--- src/rtl/seg_load_pkg.sv ---
// Shared types for the segment load unit.
// Assumes descriptors use the standard 8-byte protected-mode layout.
package seg_load_pkg;

    typedef enum logic [1:0] {
        FLT_NONE = 2'd0,
        FLT_GP   = 2'd1,
        FLT_STK  = 2'd2,
        FLT_NP   = 2'd3
    } fault_e;

    typedef struct packed {
        logic       size;
        logic       present;
        logic [1:0] dpl;
        logic       sys;
        logic       exec;
        logic       dc;
        logic       rw;
        logic       accessed;
    } seg_attr_t;

    typedef struct packed {
        logic [15:0] sel;
        logic [31:0] base;
        logic [31:0] limit;
        seg_attr_t   attr;
    } seg_cache_t;

    localparam int DESC_WORD_BYTES = 4;
    localparam int SEL_INDEX_LSB   = 3;

endpackage

--- src/rtl/seg_desc_check.sv ---
// Combinational descriptor decoder and protection checker.
// Takes the two fetched descriptor words and the latched request.
// Produces the fault code and the cache entry that a successful load writes.
// Assumes the selector index sits in bits 15:3 and the RPL in bits 1:0.
module seg_desc_check
    import seg_load_pkg::*;
(
    input  logic        is_ss_i,
    input  logic [15:0] selector_i,
    input  logic [1:0]  cpl_i,
    input  logic [31:0] desc_lo_i,
    input  logic [31:0] desc_hi_i,
    output fault_e      fault_o,
    output seg_cache_t  entry_o
);
    logic [12:0] idx;
    logic [1:0]  rpl;
    logic [19:0] lim20;
    seg_attr_t   attr;

    // Split the selector and the descriptor into named fields.
    always_comb begin
        idx           = selector_i[15:SEL_INDEX_LSB];
        rpl           = selector_i[1:0];
        lim20         = {desc_hi_i[19:16], desc_lo_i[15:0]};
        attr.size     = desc_hi_i[22];
        attr.present  = desc_hi_i[15];
        attr.dpl      = desc_hi_i[14:13];
        attr.sys      = desc_hi_i[12];
        attr.exec     = desc_hi_i[11];
        attr.dc       = desc_hi_i[10];
        attr.rw       = desc_hi_i[9];
        attr.accessed = desc_hi_i[8];
    end

    // Build the cache entry, scaling the limit when the granularity bit is set.
    always_comb begin
        entry_o.sel   = selector_i;
        entry_o.base  = {desc_hi_i[31:24], desc_hi_i[7:0], desc_lo_i[31:16]};
        entry_o.limit = desc_hi_i[23] ? {lim20, 12'h000} : {12'h000, lim20};
        entry_o.attr  = attr;
    end

    // Apply the stack-specific or the general checks in priority order.
    always_comb begin
        fault_o = FLT_NONE;
        if (is_ss_i) begin
            if (idx == '0)
                fault_o = FLT_GP;
            else if (attr.exec || !attr.rw)
                fault_o = FLT_GP;
            else if ((rpl != cpl_i) || (rpl != attr.dpl))
                fault_o = FLT_GP;
            else if (!attr.present)
                fault_o = FLT_STK;
        end else begin
            if ((rpl > attr.dpl) && (cpl_i > attr.dpl))
                fault_o = FLT_GP;
            else if (!attr.present)
                fault_o = FLT_NP;
        end
    end

endmodule

--- src/rtl/seg_fetch_ctrl.sv ---
// Sequencer for the two-word descriptor fetch.
// It starts from idle when a protected-mode request passes the index check.
// It reads the low word, then the high word, and spends one cycle in a
// check state in which the caller commits the result.
// Assumes the memory holds the request until it returns mem_ack_i.
module seg_fetch_ctrl
    import seg_load_pkg::*;
#(
    parameter int ADDR_W = 32
) (
    input  logic              clk,
    input  logic              rst_n,
    input  logic              launch_i,
    input  logic [ADDR_W-1:0] desc_addr_i,
    input  logic              mem_ack_i,
    input  logic [31:0]       mem_rdata_i,
    output logic              mem_req_o,
    output logic [ADDR_W-1:0] mem_addr_o,
    output logic [31:0]       desc_lo_o,
    output logic [31:0]       desc_hi_o,
    output logic              chk_o,
    output logic              idle_o
);
    typedef enum logic [1:0] {
        ST_IDLE  = 2'd0,
        ST_RD_LO = 2'd1,
        ST_RD_HI = 2'd2,
        ST_CHK   = 2'd3
    } fst_e;

    fst_e              state;
    logic [ADDR_W-1:0] addr_q;
    logic [31:0]       lo_q;
    logic [31:0]       hi_q;

    // Step through the fetch and capture each returned word.
    always_ff @(posedge clk) begin
        if (!rst_n) begin
            state  <= ST_IDLE;
            addr_q <= '0;
            lo_q   <= '0;
            hi_q   <= '0;
        end else begin
            case (state)
                ST_IDLE: begin
                    if (launch_i) begin
                        state  <= ST_RD_LO;
                        addr_q <= desc_addr_i;
                    end
                end
                ST_RD_LO: begin
                    if (mem_ack_i) begin
                        lo_q   <= mem_rdata_i;
                        addr_q <= addr_q + ADDR_W'(DESC_WORD_BYTES);
                        state  <= ST_RD_HI;
                    end
                end
                ST_RD_HI: begin
                    if (mem_ack_i) begin
                        hi_q  <= mem_rdata_i;
                        state <= ST_CHK;
                    end
                end
                default: state <= ST_IDLE;
            endcase
        end
    end

    // Drive the memory port and the status strobes from the state.
    always_comb begin
        mem_req_o  = (state == ST_RD_LO) || (state == ST_RD_HI);
        mem_addr_o = addr_q;
        desc_lo_o  = lo_q;
        desc_hi_o  = hi_q;
        chk_o      = (state == ST_CHK);
        idle_o     = (state == ST_IDLE);
    end

    // the high-word read follows the low word, 4 bytes above it.
    p_hi_follows_lo_r5: assert property (@(posedge clk) disable iff (!rst_n)
        (state == ST_RD_LO && mem_ack_i) |=>
            (mem_req_o && mem_addr_o == $past(mem_addr_o) + ADDR_W'(DESC_WORD_BYTES)));

endmodule

--- src/rtl/seg_cache_bank.sv ---
// Per-segment cached descriptor registers with a single write port and a
// decoded read port.
// A full write replaces the whole entry. A partial write (real mode) updates
// only the selector and the base.
module seg_cache_bank
    import seg_load_pkg::*;
#(
    parameter int NSEG  = 6,
    parameter int SEG_W = 3
) (
    input  logic             clk,
    input  logic             rst_n,
    input  logic             wr_en_i,
    input  logic             wr_full_i,
    input  logic [SEG_W-1:0] wr_seg_i,
    input  seg_cache_t       wr_data_i,
    input  logic [SEG_W-1:0] rd_seg_i,
    output seg_cache_t       rd_entry_o
);
    seg_cache_t ent [NSEG];

    for (genvar g = 0; g < NSEG; g++) begin : g_ent
        // Hold one segment's cached descriptor.
        always_ff @(posedge clk) begin
            if (!rst_n) begin
                ent[g] <= '0;
            end else if (wr_en_i && wr_seg_i == SEG_W'(g)) begin
                if (wr_full_i) begin
                    ent[g] <= wr_data_i;
                end else begin
                    ent[g].sel  <= wr_data_i.sel;
                    ent[g].base <= wr_data_i.base;
                end
            end
        end
    end

    // Select the entry shown on the read port; out-of-range indices read zero.
    always_comb begin
        rd_entry_o = '0;
        for (int i = 0; i < NSEG; i++) begin
            if (rd_seg_i == SEG_W'(i)) rd_entry_o = ent[i];
        end
    end

    // without a write, the shown entry cannot change.
    p_hold_without_write_r11: assert property (@(posedge clk) disable iff (!rst_n)
        !wr_en_i |=> (!$stable(rd_seg_i) || $stable(rd_entry_o)));

endmodule

--- src/rtl/seg_load_unit.sv ---
// Segment register loader: accepts a request, chooses the real or protected
// path, runs the index check, fetches and checks the descriptor, and commits
// to the cache or reports a fault.
// Assumes a single outstanding request; start_i while busy is dropped.
module seg_load_unit
    import seg_load_pkg::*;
#(
    parameter int NSEG   = 6,
    parameter int SS_IDX = 2,
    parameter int ADDR_W = 32,
    parameter int TLIM_W = 16,
    localparam int SEG_W = (NSEG > 1) ? $clog2(NSEG) : 1
) (
    input  logic              clk,
    input  logic              rst_n,
    input  logic              start_i,
    input  logic [SEG_W-1:0]  seg_sel_i,
    input  logic [15:0]       selector_i,
    input  logic              pe_i,
    input  logic              vm_i,
    input  logic [1:0]        cpl_i,
    input  logic [ADDR_W-1:0] tbl_base_i,
    input  logic [TLIM_W-1:0] tbl_limit_i,
    output logic              mem_req_o,
    output logic [ADDR_W-1:0] mem_addr_o,
    input  logic              mem_ack_i,
    input  logic [31:0]       mem_rdata_i,
    output logic              busy_o,
    output logic              done_o,
    output logic [1:0]        fault_o,
    input  logic [SEG_W-1:0]  rd_seg_i,
    output logic [15:0]       rd_selector_o,
    output logic [31:0]       rd_base_o,
    output logic [31:0]       rd_limit_o,
    output logic [8:0]        rd_attr_o
);
    localparam int CMP_W = (ADDR_W > TLIM_W) ? ADDR_W : TLIM_W;

    logic              idle;
    logic              accept;
    logic              prot;
    logic              over;
    logic [CMP_W-1:0]  offset;
    logic [ADDR_W-1:0] desc_addr;
    logic              chk;
    logic [31:0]       desc_lo;
    logic [31:0]       desc_hi;
    fault_e            chk_fault;
    seg_cache_t        chk_entry;

    logic [SEG_W-1:0]  req_seg;
    logic [15:0]       req_sel;
    logic [1:0]        req_cpl;
    logic              done_q;
    fault_e            fault_q;

    logic              wr_en;
    logic              wr_full;
    logic [SEG_W-1:0]  wr_seg;
    seg_cache_t        wr_data;
    seg_cache_t        rd_entry;

    // Decide the path and run the table index check at acceptance.
    always_comb begin
        accept    = start_i && idle;
        prot      = pe_i && !vm_i;
        offset    = CMP_W'({selector_i[15:SEL_INDEX_LSB], 3'b000});
        over      = offset > CMP_W'(tbl_limit_i);
        desc_addr = tbl_base_i + ADDR_W'(offset);
    end

    seg_fetch_ctrl #(.ADDR_W(ADDR_W)) u_fetch (
        .clk         (clk),
        .rst_n       (rst_n),
        .launch_i    (accept && prot && !over),
        .desc_addr_i (desc_addr),
        .mem_ack_i   (mem_ack_i),
        .mem_rdata_i (mem_rdata_i),
        .mem_req_o   (mem_req_o),
        .mem_addr_o  (mem_addr_o),
        .desc_lo_o   (desc_lo),
        .desc_hi_o   (desc_hi),
        .chk_o       (chk),
        .idle_o      (idle)
    );

    seg_desc_check u_check (
        .is_ss_i    (req_seg == SEG_W'(SS_IDX)),
        .selector_i (req_sel),
        .cpl_i      (req_cpl),
        .desc_lo_i  (desc_lo),
        .desc_hi_i  (desc_hi),
        .fault_o    (chk_fault),
        .entry_o    (chk_entry)
    );

    // Latch the request and produce the completion pulse and fault code.
    always_ff @(posedge clk) begin
        if (!rst_n) begin
            req_seg <= '0;
            req_sel <= '0;
            req_cpl <= '0;
            done_q  <= 1'b0;
            fault_q <= FLT_NONE;
        end else begin
            if (accept) begin
                req_seg <= seg_sel_i;
                req_sel <= selector_i;
                req_cpl <= cpl_i;
            end
            done_q <= (accept && (!prot || over)) || chk;
            if (accept && prot && over) fault_q <= FLT_GP;
            else if (chk)               fault_q <= chk_fault;
            else                        fault_q <= FLT_NONE;
        end
    end

    // Form the cache write: a partial write in real mode, a full write after a clean check.
    always_comb begin
        wr_en   = (accept && !prot) || (chk && chk_fault == FLT_NONE);
        wr_full = chk;
        wr_seg  = chk ? req_seg : seg_sel_i;
        if (chk) begin
            wr_data = chk_entry;
        end else begin
            wr_data       = '0;
            wr_data.sel   = selector_i;
            wr_data.base  = {12'h000, selector_i, 4'h0};
        end
    end

    seg_cache_bank #(.NSEG(NSEG), .SEG_W(SEG_W)) u_cache (
        .clk        (clk),
        .rst_n      (rst_n),
        .wr_en_i    (wr_en),
        .wr_full_i  (wr_full),
        .wr_seg_i   (wr_seg),
        .wr_data_i  (wr_data),
        .rd_seg_i   (rd_seg_i),
        .rd_entry_o (rd_entry)
    );

    // Drive the outputs.
    always_comb begin
        busy_o        = !idle;
        done_o        = done_q;
        fault_o       = fault_q;
        rd_selector_o = rd_entry.sel;
        rd_base_o     = rd_entry.base;
        rd_limit_o    = rd_entry.limit;
        rd_attr_o     = rd_entry.attr;
    end

    // requests on the real path or rejected by the index check never touch memory.
    p_reject_no_read_r4: assert property (@(posedge clk) disable iff (!rst_n)
        (accept && (!prot || over)) |=> !mem_req_o);

    // an index beyond the table limit completes next cycle with a GP fault.
    p_index_gp_r4: assert property (@(posedge clk) disable iff (!rst_n)
        (accept && prot && over) |=> (done_o && fault_o == FLT_GP));

    // a stack fault is only reported for the stack segment.
    p_stk_only_ss_r6: assert property (@(posedge clk) disable iff (!rst_n)
        (done_o && fault_o == FLT_STK) |-> (req_seg == SEG_W'(SS_IDX)));

    // a not-present fault is never reported for the stack segment.
    p_np_not_ss_r7: assert property (@(posedge clk) disable iff (!rst_n)
        (done_o && fault_o == FLT_NP) |-> (req_seg != SEG_W'(SS_IDX)));

    // completion is a single-cycle pulse.
    p_done_pulse_r12: assert property (@(posedge clk) disable iff (!rst_n)
        done_o |=> !done_o);

endmodule

--- config.mk ---
export PLATFORM = sky130hd
export DESIGN_NAME = seg_load_unit
export DESIGN_NICKNAME = d
export VERILOG_FILES = /design/src/rtl/seg_load_pkg.sv /design/src/rtl/seg_desc_check.sv /design/src/rtl/seg_fetch_ctrl.sv /design/src/rtl/seg_cache_bank.sv /design/src/rtl/seg_load_unit.sv
export SDC_FILE = /design/constraint.sdc
export NUM_CORES = 1
export LEC_CHECK = 0
export BUFFER_PORTS_ARGS = -buffer_cell sky130_fd_sc_hd__buf_2
export CORE_MARGIN = 5
export CORE_UTILIZATION = 61
export CTS_BUF_LIST = sky130_fd_sc_hd__clkbuf_16
export DETAILED_ROUTE_END_ITERATION = 7
export GPL_TIMING_DRIVEN = 0
export MAX_ROUTING_LAYER = met4
export PLACE_DENSITY_LB_ADDON = 0.3
export SLEW_MARGIN = 20
export SYNTH_ARGS = -nofsm -noshare
export SYNTH_HDL_FRONTEND = slang
export SYNTH_HIERARCHICAL = 1
export SYNTH_SLANG_ARGS = --single-unit
--- constraint.sdc ---
create_clock -name clk -period 7.7 [get_ports clk]
set_clock_uncertainty 0.05 [all_clocks]
set_input_delay 1.54 -clock clk [delete_from_list [all_inputs] [get_ports clk]]
set_output_delay 1.54 -clock clk [all_outputs]
set_load 0.01 [all_outputs]
# Yosys cells after proc, flatten, opt, wreduce, memory -nomap -nowiden
# Memory sizes are Yosys's and may differ from the RTL's.
# Index checks and enable logic that the tools add are counted.
[totals]
inputBits = 110
n_memories = 1
ramBits = 534
reg_bits = 122
output_inout_bits = 126
[op_classes]
order_cmp = 3
bitwise_logic = 20
mux = 82
reduce_logical = 37
n_addsub = 2
eq_ne = 19
[memory_table]
columns = ["name", "depth", "word_bits", "rd", "rd_clocked_by_memory_dff", "wr", "line_no", "source"]
rows = [
  ["u_cache.ent", 6, 89, 6, 0, 6, "seg_cache_bank.sv:20", "seg_cache_t ent [NSEG];"],
]
[op_table]
columns = ["cell", "count"]
rows = [
  ["$mux W89", 13],
  ["$mux W32", 9],
  ["$mux W16", 6],
  ["$pmux W32 S2", 1],
  ["$mux W1", 41],
  ["$add A32 B16 Y32", 1],
  ["$add A32 B3 Y32 const B", 1],
  ["$mux W2", 10],
  ["$or A1 B1 Y1", 18],
  ["$gt A16 B16 Y1", 1],
  ["$eq A3 B2 Y1 const B", 5],
  ["$logic_and A1 B1 Y1", 15],
  ["$logic_not A13 Y1", 1],
  ["$eq A3 B3 Y1 const B", 4],
  ["$eq A3 B1 Y1 const B", 2],
  ["$logic_not A3 Y1", 2],
  ["$logic_or A1 B1 Y1", 6],
  ["$pmux W2 S3", 1],
  ["$reduce_and A3 Y1", 2],
  ["$logic_not A1 Y1", 5],
  ["$eq A2 B2 Y1 const B", 2],
  ["$gt A2 B2 Y1", 2],
  ["$logic_not A2 Y1", 2],
  ["$ne A2 B2 Y1", 2],
  ["8 further kinds", 11],
]

# Longest topological paths before layout
# Gate-level depths: netlist of the first run.
[logic_depth]
ltp_word = 15
mapped_depth = 15
depth_no_buf = 13

# Modules after synthesis
# Netlist of the first run, hierarchy kept.
[by_module_without_submodules]
columns = ["mod", "cells_per_inst", "instances", "seq_area_each_um2", "area_each_um2"]
rows = [
  ["seg_cache_bank", 2027, 1, 16035.4, 24673.7],
  ["seg_fetch_ctrl", 605, 1, 1961.9, 4759.6],
  ["seg_load_unit", 435, 1, 480.5, 2985.4],
  ["seg_desc_check", 119, 1, 0.0, 900.9],
]

# Worst setup path before layout of the first run
# OpenSTA, ideal clock, no wires.
[synth_timing]
kind = "input to register"
from = "in pe_i"
to = "mem u_cache/ent[0][0] (netlist name) (enable)"
slack_ns = 1.503
cell_stages = 7
t_arrival_ns = 5.650
n_path_buf = 2
cell_sequence = "nor2b_1 -> nor2_1 -> a21o_1 -> or4b_1 -> buf_2 -> clkbuf_1 -> o21ai_0"
[synth_rtl]
columns = ["element", "line_no", "source"]
rows = [
  ["from (decl)", "seg_load_unit.sv:19", "input logic pe_i,"],
  ["to (decl)", "seg_cache_bank.sv:20", ""],
]

# Worst setup path in the final report of the first run
[layout_timing]
from = "in rd_seg_i[0]"
to = "out rd_base_o[31]"
[layout_between]
elab_chain_cells = 7
elab_cells_between_ends = 12
classes_between = "5 x eq/ne; 6 x mux; 1 x reduce/logical"
[layout_lines]
columns = ["element", "line_no", "source"]
rows = [
  ["from (decl)", "seg_load_unit.sv:31", "input logic [SEG_W-1:0] rd_seg_i,"],
  ["$logic_not A3 Y1", "seg_cache_bank.sv:42", "if (rd_seg_i == SEG_W'(i)) rd_entry_o = ent[i];"],
  ["$mux W89 (5 in a row)", "seg_cache_bank.sv:42", ""],
  ["$mux W89 (*)", "seg_cache_bank.sv:42", ""],
  ["to (decl)", "seg_load_unit.sv:33", "output logic [31:0] rd_base_o,"],
]
# Every way passes the cells marked *; elsewhere a longest branch is shown, timed or not.

==> run_results.csv, run 1 <==
group,metric,value,unit
status,status,"completed",
logic_synthesis,syn_avg_cell_area,10.5,µm²
pwr,power,8.62,mW
floorplan,coreArea,53900,µm²
clock_network,ctsLongestPathBuffers,3,
sta,hold_viol_final,0,
pwr,peakVddDrop,0.000192,V
grt,first_global_vias,26600,
floorplan,die_area,59300,µm²
detailed_routing,drt_pass1_iterations,6,
critical_path,end_kind,"output pin",
placed_design,post-place-ws,2.13,ns
placed_design,placed_area,35800,µm²
pwr,leakage,14.4,nW
floorplan,ios,236,
pwr,powerDensity,227,nW/µm²
sta,slew_headroom,0.357,
logic_synthesis,netlist_instances,3178,
logic_synthesis,yosysWarnings,6,
detailed_routing,drt_iter0_drc,3893,
floorplan,die_h,243,µm
detailed_routing,drc,0,
floorplan,fp.dieW,243,µm
floorplan,start_util,0.617,
logic_synthesis,syn_area,33200,µm²
clock_network,cts_tree,"built",
sta,maxSlewViolCount,0,
clock_network,cts_setup_buffers,0,
detailed_routing,totalWireLength,105000,µm
finish,fillers,3815,
finish,final_cell_area,38000,µm²
detailed_routing,wl_per_cell,24.6,µm
grt,grt_max_degree,39,
critical_path,cp-start-kind,"input port",
placed_design,dp_hpwl,73700,µm
critical_path,crit_type,"input port to output pin",
clock_network,post_cts_resized,0,
sta,tightest_slew,0.965,ns
clock_network,cts_hold_buf,0,
clock_network,clock_latency,0.61,ns
grt,antenna_found_initial,14,
critical_path,crit_required,6.11,ns
critical_path,path_max_fanout,10,
worst_hold_path,hp-class,"register to register",
clock_network,clkTransAtPathRegs,0.06,ns
clock_network,cts.htree.levels,3,
grt,grt_pass1_wl,158000,µm
clock_network,numCtsBuffers,70,
clock_network,clock-sinks,654,
detailed_routing,viasPerCell,6.39,
sta,fmax,175,MHz
sta,fin_crit,5.72,ns
placed_design,gp_congestion,1.05,
grt,track_usage,0.355,
sta,rsz0062_at_grt,"no",
placed_design,portBuffers,234,
sta,hold_ws,0.415,ns
detailed_routing,detail-route-antenna-nets,0,
critical_path,crit_arrival,4.13,ns
logic_synthesis,syn-num-nets,3324,
detailed_routing,via_count,27200,
finish,syn_to_final_growth,14.3,%
sta,layout_setup_ws,1.98,ns
sta,setup_viol,0,
finish,nets,3648,
grt,grt_overflow_total,0,
clock_network,root_buffer,"clkbuf_16",
sta,finalCritPeriodShare,0.743,
sta,setup_tns,0,ns
floorplan,num_rows,85,
finish,final_layout_size_suffix_gt1_frac,0.166,
run,drv_cap,0,
metrics by stage:
step                instances  utilization
CTS                      4252        0.704
global placement         4108        0.655
finish                   4262        0.705
detailed placement       4126        0.665
global route             4262        0.705
floorplan                3178            -
worst max-delay path, cell delays in order:
cell and delay [ns]:
buf_2 0.11, buf_2 0.33, buf_2 0.28, buf_2 0.51
clkbuf_1 0.54, a221oi_1 0.12, a211oi_1 0.47, buf_2 0.23
registers in the layout, indices dropped and copies added, names as in the netlist:
signal              flops
req_seg                 3
u_fetch/desc_hi_o      30
u_fetch/mem_addr_o     32
done_o                  1
req_sel                16
u_cache/ent           534
req_cpl                 2
u_fetch/desc_lo_o      32
u_fetch/state           2
fault_o                 2
power breakdown:
part           total (mW)  internal (mW)  switching, mW
clock                3.15           1.78           1.38
sequential           4.15           4.02          0.131
combinational        1.31          0.451          0.863
total                8.62           6.25           2.37
path summary, 6_finish.rpt:
kind / startpoint / end / slack, ns / cells after the start
worst min-delay path: u_fetch/desc_hi_o[25] / u_fetch/desc_hi_o[25] / 0.41 / 2
worst max-delay path: rd_seg_i[0] / rd_base_o[31] / 1.98 / 8
worst min register to register: u_fetch/desc_hi_o[25] / u_fetch/desc_hi_o[25] / 0.41 / 2
worst max register to register: u_fetch/state[1] / u_cache/ent[5][8] / 3.14 / 7
layout by cell type (no fill, tap or decap), drive strengths merged, types with 12 or more instances in the layout:
cell / n
dfxtp: 120
buf: 360
nand4: 20
and3: 32
nor3: 12
mux2: 88
a221oi: 73
clkinv: 24
nand2: 355
nand2b: 37
a211oi: 74
o22ai: 20
o31ai: 77
edfxtp: 534
nand3: 37
xnor2: 18
or3b: 16
nor4: 13
nor2: 391
inv: 57
a21boi: 90
clkbuf: 261
o32a: 16
ha: 35
and2: 324
nor2b: 172
o21ai: 127
a21oi: 62
cell type report:
cell class	count	area [µm²]	share of cell area
Antenna cell	10	25.0	0.000659
Clock inverter	50	235	0.00619
Sequential cell	654	18400	0.485
Buffer	293	1420	0.0374
Multi-Input combinational cell	2199	13400	0.352
Timing Repair Buffer	252	1600	0.0422
Tap cell	696	871	0.0229
Clock buffer	76	1900	0.0500
Inverter	32	120	0.00316
layer usage:
| metal | up-vias | wire length (µm) | GRT usage |
|---|---|---|---|
| li1 | 11900 | - | - |
| met1 | 13100 | 38900 | 0.458 |
| met2 | 1868 | 48300 | 0.544 |
| met3 | 355 | 12200 | 0.0716 |
| met4 | 0 | 5540 | 0.168 |
| met5 | - | 0 | - |
Power figures use the tool's default switching activity.
==> run 2, diff against run 1 <==
--- a/config.mk
+++ b/config.mk
@@ -7,7 +7,7 @@
 export LEC_CHECK = 0
 export BUFFER_PORTS_ARGS = -buffer_cell sky130_fd_sc_hd__buf_2
 export CORE_MARGIN = 5
-export CORE_UTILIZATION = 61
+export CORE_UTILIZATION = 55
 export CTS_BUF_LIST = sky130_fd_sc_hd__clkbuf_16
 export DETAILED_ROUTE_END_ITERATION = 7
 export GPL_TIMING_DRIVEN = 0
==> constraint.sdc (replaced) <==
create_clock -name clk -period 4.71 [get_ports clk]
set_clock_uncertainty 0.05 [all_clocks]
set_input_delay 0.942 -clock clk [delete_from_list [all_inputs] [get_ports clk]]
set_output_delay 0.942 -clock clk [all_outputs]
set_load 0.01 [all_outputs]
==> run 2 against run 1 <==
Effect of this change:
- the flow now finishes with violations (negative setup slack)
- cell count rose by 2.1%
- hold slack lost 0.0025 ns
- worst setup slack got worse by 2.0 ns
- cell area grew 0.12%
- die area is 10% higher
- sequential power is 64% higher
- non-clock buffer count did not move
- core utilization down 7.2 points
- routed wire length is 1.1% lower
- global-route usage fell by 3.9 points
- first-iteration DRC count down 13%
- via count down 3.5%
==> run_results.csv, run 2 (synthesis results as in run 1) <==
group,metric,value,unit
finish,nets,3648,
sta,layout_setup_ws,-0.0123,ns
sta,tightest_slew,1.09,ns
critical_path,crit_arrival,3.73,ns
detailed_routing,via_count,26300,
worst_hold_path,hold_path_depth,2,
critical_path,path_max_fanout,10,
clock_network,cts_hold_buf,0,
floorplan,coreArea,60100,µm²
finish,layout_common_cells,"edfxtp_1, nor2_1, nand2_1",
clock_network,cts_tree,"built",
sta,hold_viol_final,0,
floorplan,die_area,65500,µm²
floorplan,die_h,256,µm
critical_path,path_cells,"buf_2 > inv_1 > clkbuf_1 > clkbuf_1 > a22oi_1 > a211oi_1 > buf_2",
pwr,powerDensity,366,nW/µm²
critical_path,slowest_stage,"clkbuf_1",
sta,maxSlewViolCount,0,
critical_path,end_kind,"output pin",
placed_design,portBuffers,234,
grt,antenna_found_initial,13,
critical_path,crit_type,"input port to output pin",
detailed_routing,wl_per_cell,23.9,µm
finish,final_cell_count_no_fill,4351,
critical_path,max_stage_delay,0.81,ns
floorplan,ios,236,
status,violations,"negative setup slack",
detailed_routing,totalWireLength,104000,µm
grt,grt_max_degree,41,
finish,regMostFlops,"u_cache/ent",
critical_path,cp-start-kind,"input port",
finish,final_cell_area,38000,µm²
sta,fmax,212,MHz
grt,grt_overflow_total,0,
placed_design,gp_congestion,0.948,
pwr,leakage,14.3,nW
clock_network,root_buffer,"clkbuf_16",
worst_hold_path,hp-class,"register to register",
floorplan,fp.dieW,256,µm
critical_path,reg2reg_from,"u_fetch/desc_hi_o[14]",
detailed_routing,viasPerCell,6.04,
finish,largest_register_ffs,534,
finish,final_layout_size_suffix_gt1_frac,0.165,
status,status,"finished with violations",
detailed_routing,drt_iter0_drc,3394,
worst_hold_path,min_to,"u_fetch/mem_addr_o[1]",
sta,finalCritPeriodShare,1.00,
critical_path,cp_top_family,"buffers and inverters",
critical_path,ff2ff_path_depth,12,
sta,setup_tns,-0.0123,ns
placed_design,dp.cells,4212,
finish,syn_to_final_growth,14.4,%
worst_hold_path,min_from,"u_fetch/mem_addr_o[1]",
critical_path,crit_required,3.72,ns
grt,track_usage,0.316,
clock_network,cts.htree.levels,3,
detailed_routing,drc,0,
placed_design,placed_area,36000,µm²
detailed_routing,drt_pass1_iterations,8,
clock_network,clock-sinks,654,
critical_path,worstReg2RegEnd,"u_cache/ent[3][20]",
clock_network,clock_latency,0.61,ns
floorplan,num_rows,90,
clock_network,cts_setup_buffers,0,
detailed_routing,detail-route-antenna-nets,0,
floorplan,start_util,0.553,
clock_network,numCtsBuffers,70,
grt,grt_pass1_wl,154000,µm
finish,fillers,4804,
run,drv_cap,0,
pwr,peakVddDrop,0.000275,V
grt,first_global_vias,25500,
sta,setup_viol,1,
critical_path,cp.buffers_inverters,5,
sta,fin_crit,4.72,ns
sta,slew_headroom,0.276,
clock_network,clkTransAtPathRegs,0.05,ns
finish,layout_commonest_cell,"edfxtp_1",
critical_path,r2r_setup_slack,0.01,ns
clock_network,ctsLongestPathBuffers,3,
placed_design,dp_hpwl,72700,µm
sta,rsz0062_at_grt,"no",
[run 2: worst max path at each step]
stage                          start                 end  slack (ns)  cells past startpoint
2_1_floorplan             req_sel[0]   u_cache/ent[0][0]       0.008                     11
3_3_place_gp   u_fetch/desc_hi_o[14]  u_cache/ent[3][24]       -2.39                     10
3_5_place_dp             rd_seg_i[0]   rd_selector_o[11]        0.04                      8
4_1_cts                  rd_seg_i[0]   rd_selector_o[11]        0.02                      8
5_1_grt        u_fetch/desc_hi_o[14]  u_cache/ent[3][16]        0.02                     12
6_report                 rd_seg_i[1]   rd_selector_o[14]       -0.01                      7
[run 2: metal layers]
metal / vias up / share of wire / global-route usage
li1: 11900 / - / -
met1: 12500 / 0.38 / 0.405
met2: 1600 / 0.46 / 0.487
met3: 296 / 0.12 / 0.0709
met4: 0 / 0.049 / 0.138
met5: - / 0 / -
[run 2: worst min-delay path: cells and delay by family (launching register included)]
| family | cells | cell delay [ns] |
|---|---|---|
| flip-flops | 1 | 0.30 |
| AO/OA/AOI/OAI | 1 | 0.06 |
| AND/OR/NAND/NOR | 1 | 0.05 |
[run 2: stage by stage]
stage	power (mW)	hold WS, ns	setup WS, ns	util
floorplan	8.12	0.394	0.00779	-
global placement	8.93	0.400	-2.39	0.589
detailed placement	8.99	0.407	0.0375	0.598
CTS	13.9	0.416	0.0231	0.632
global route	14.4	0.441	0.0210	0.633
finish	13.9	0.412	-0.0123	0.633
[run 2: timing repair]
action,4_1_cts,5_1_grt
resized for setup,0,2
endpoints found under the hold margin,0,0
setup endpoints to repair,0,2
[run 2: where the power goes]
part,leakage [nW],switching [mW],internal [mW]
logic,6.75,1.41,0.740
clock network,1.09,2.23,2.77
registers,6.50,0.214,6.57
[run 2: area by class of cell]
| type | count | area [µm²] | area share |
|---|---|---|---|
| Tap cell | 782 | 978 | 0.0257 |
| Sequential cell | 654 | 18400 | 0.485 |
| Antenna cell | 12 | 30.0 | 0.000789 |
| Clock inverter | 55 | 251 | 0.00661 |
| Timing Repair Buffer | 252 | 1620 | 0.0426 |
| Buffer | 293 | 1420 | 0.0374 |
| Clock buffer | 72 | 1800 | 0.0474 |
| Inverter | 32 | 120 | 0.00316 |
| Multi-Input combinational cell | 2199 | 13400 | 0.352 |
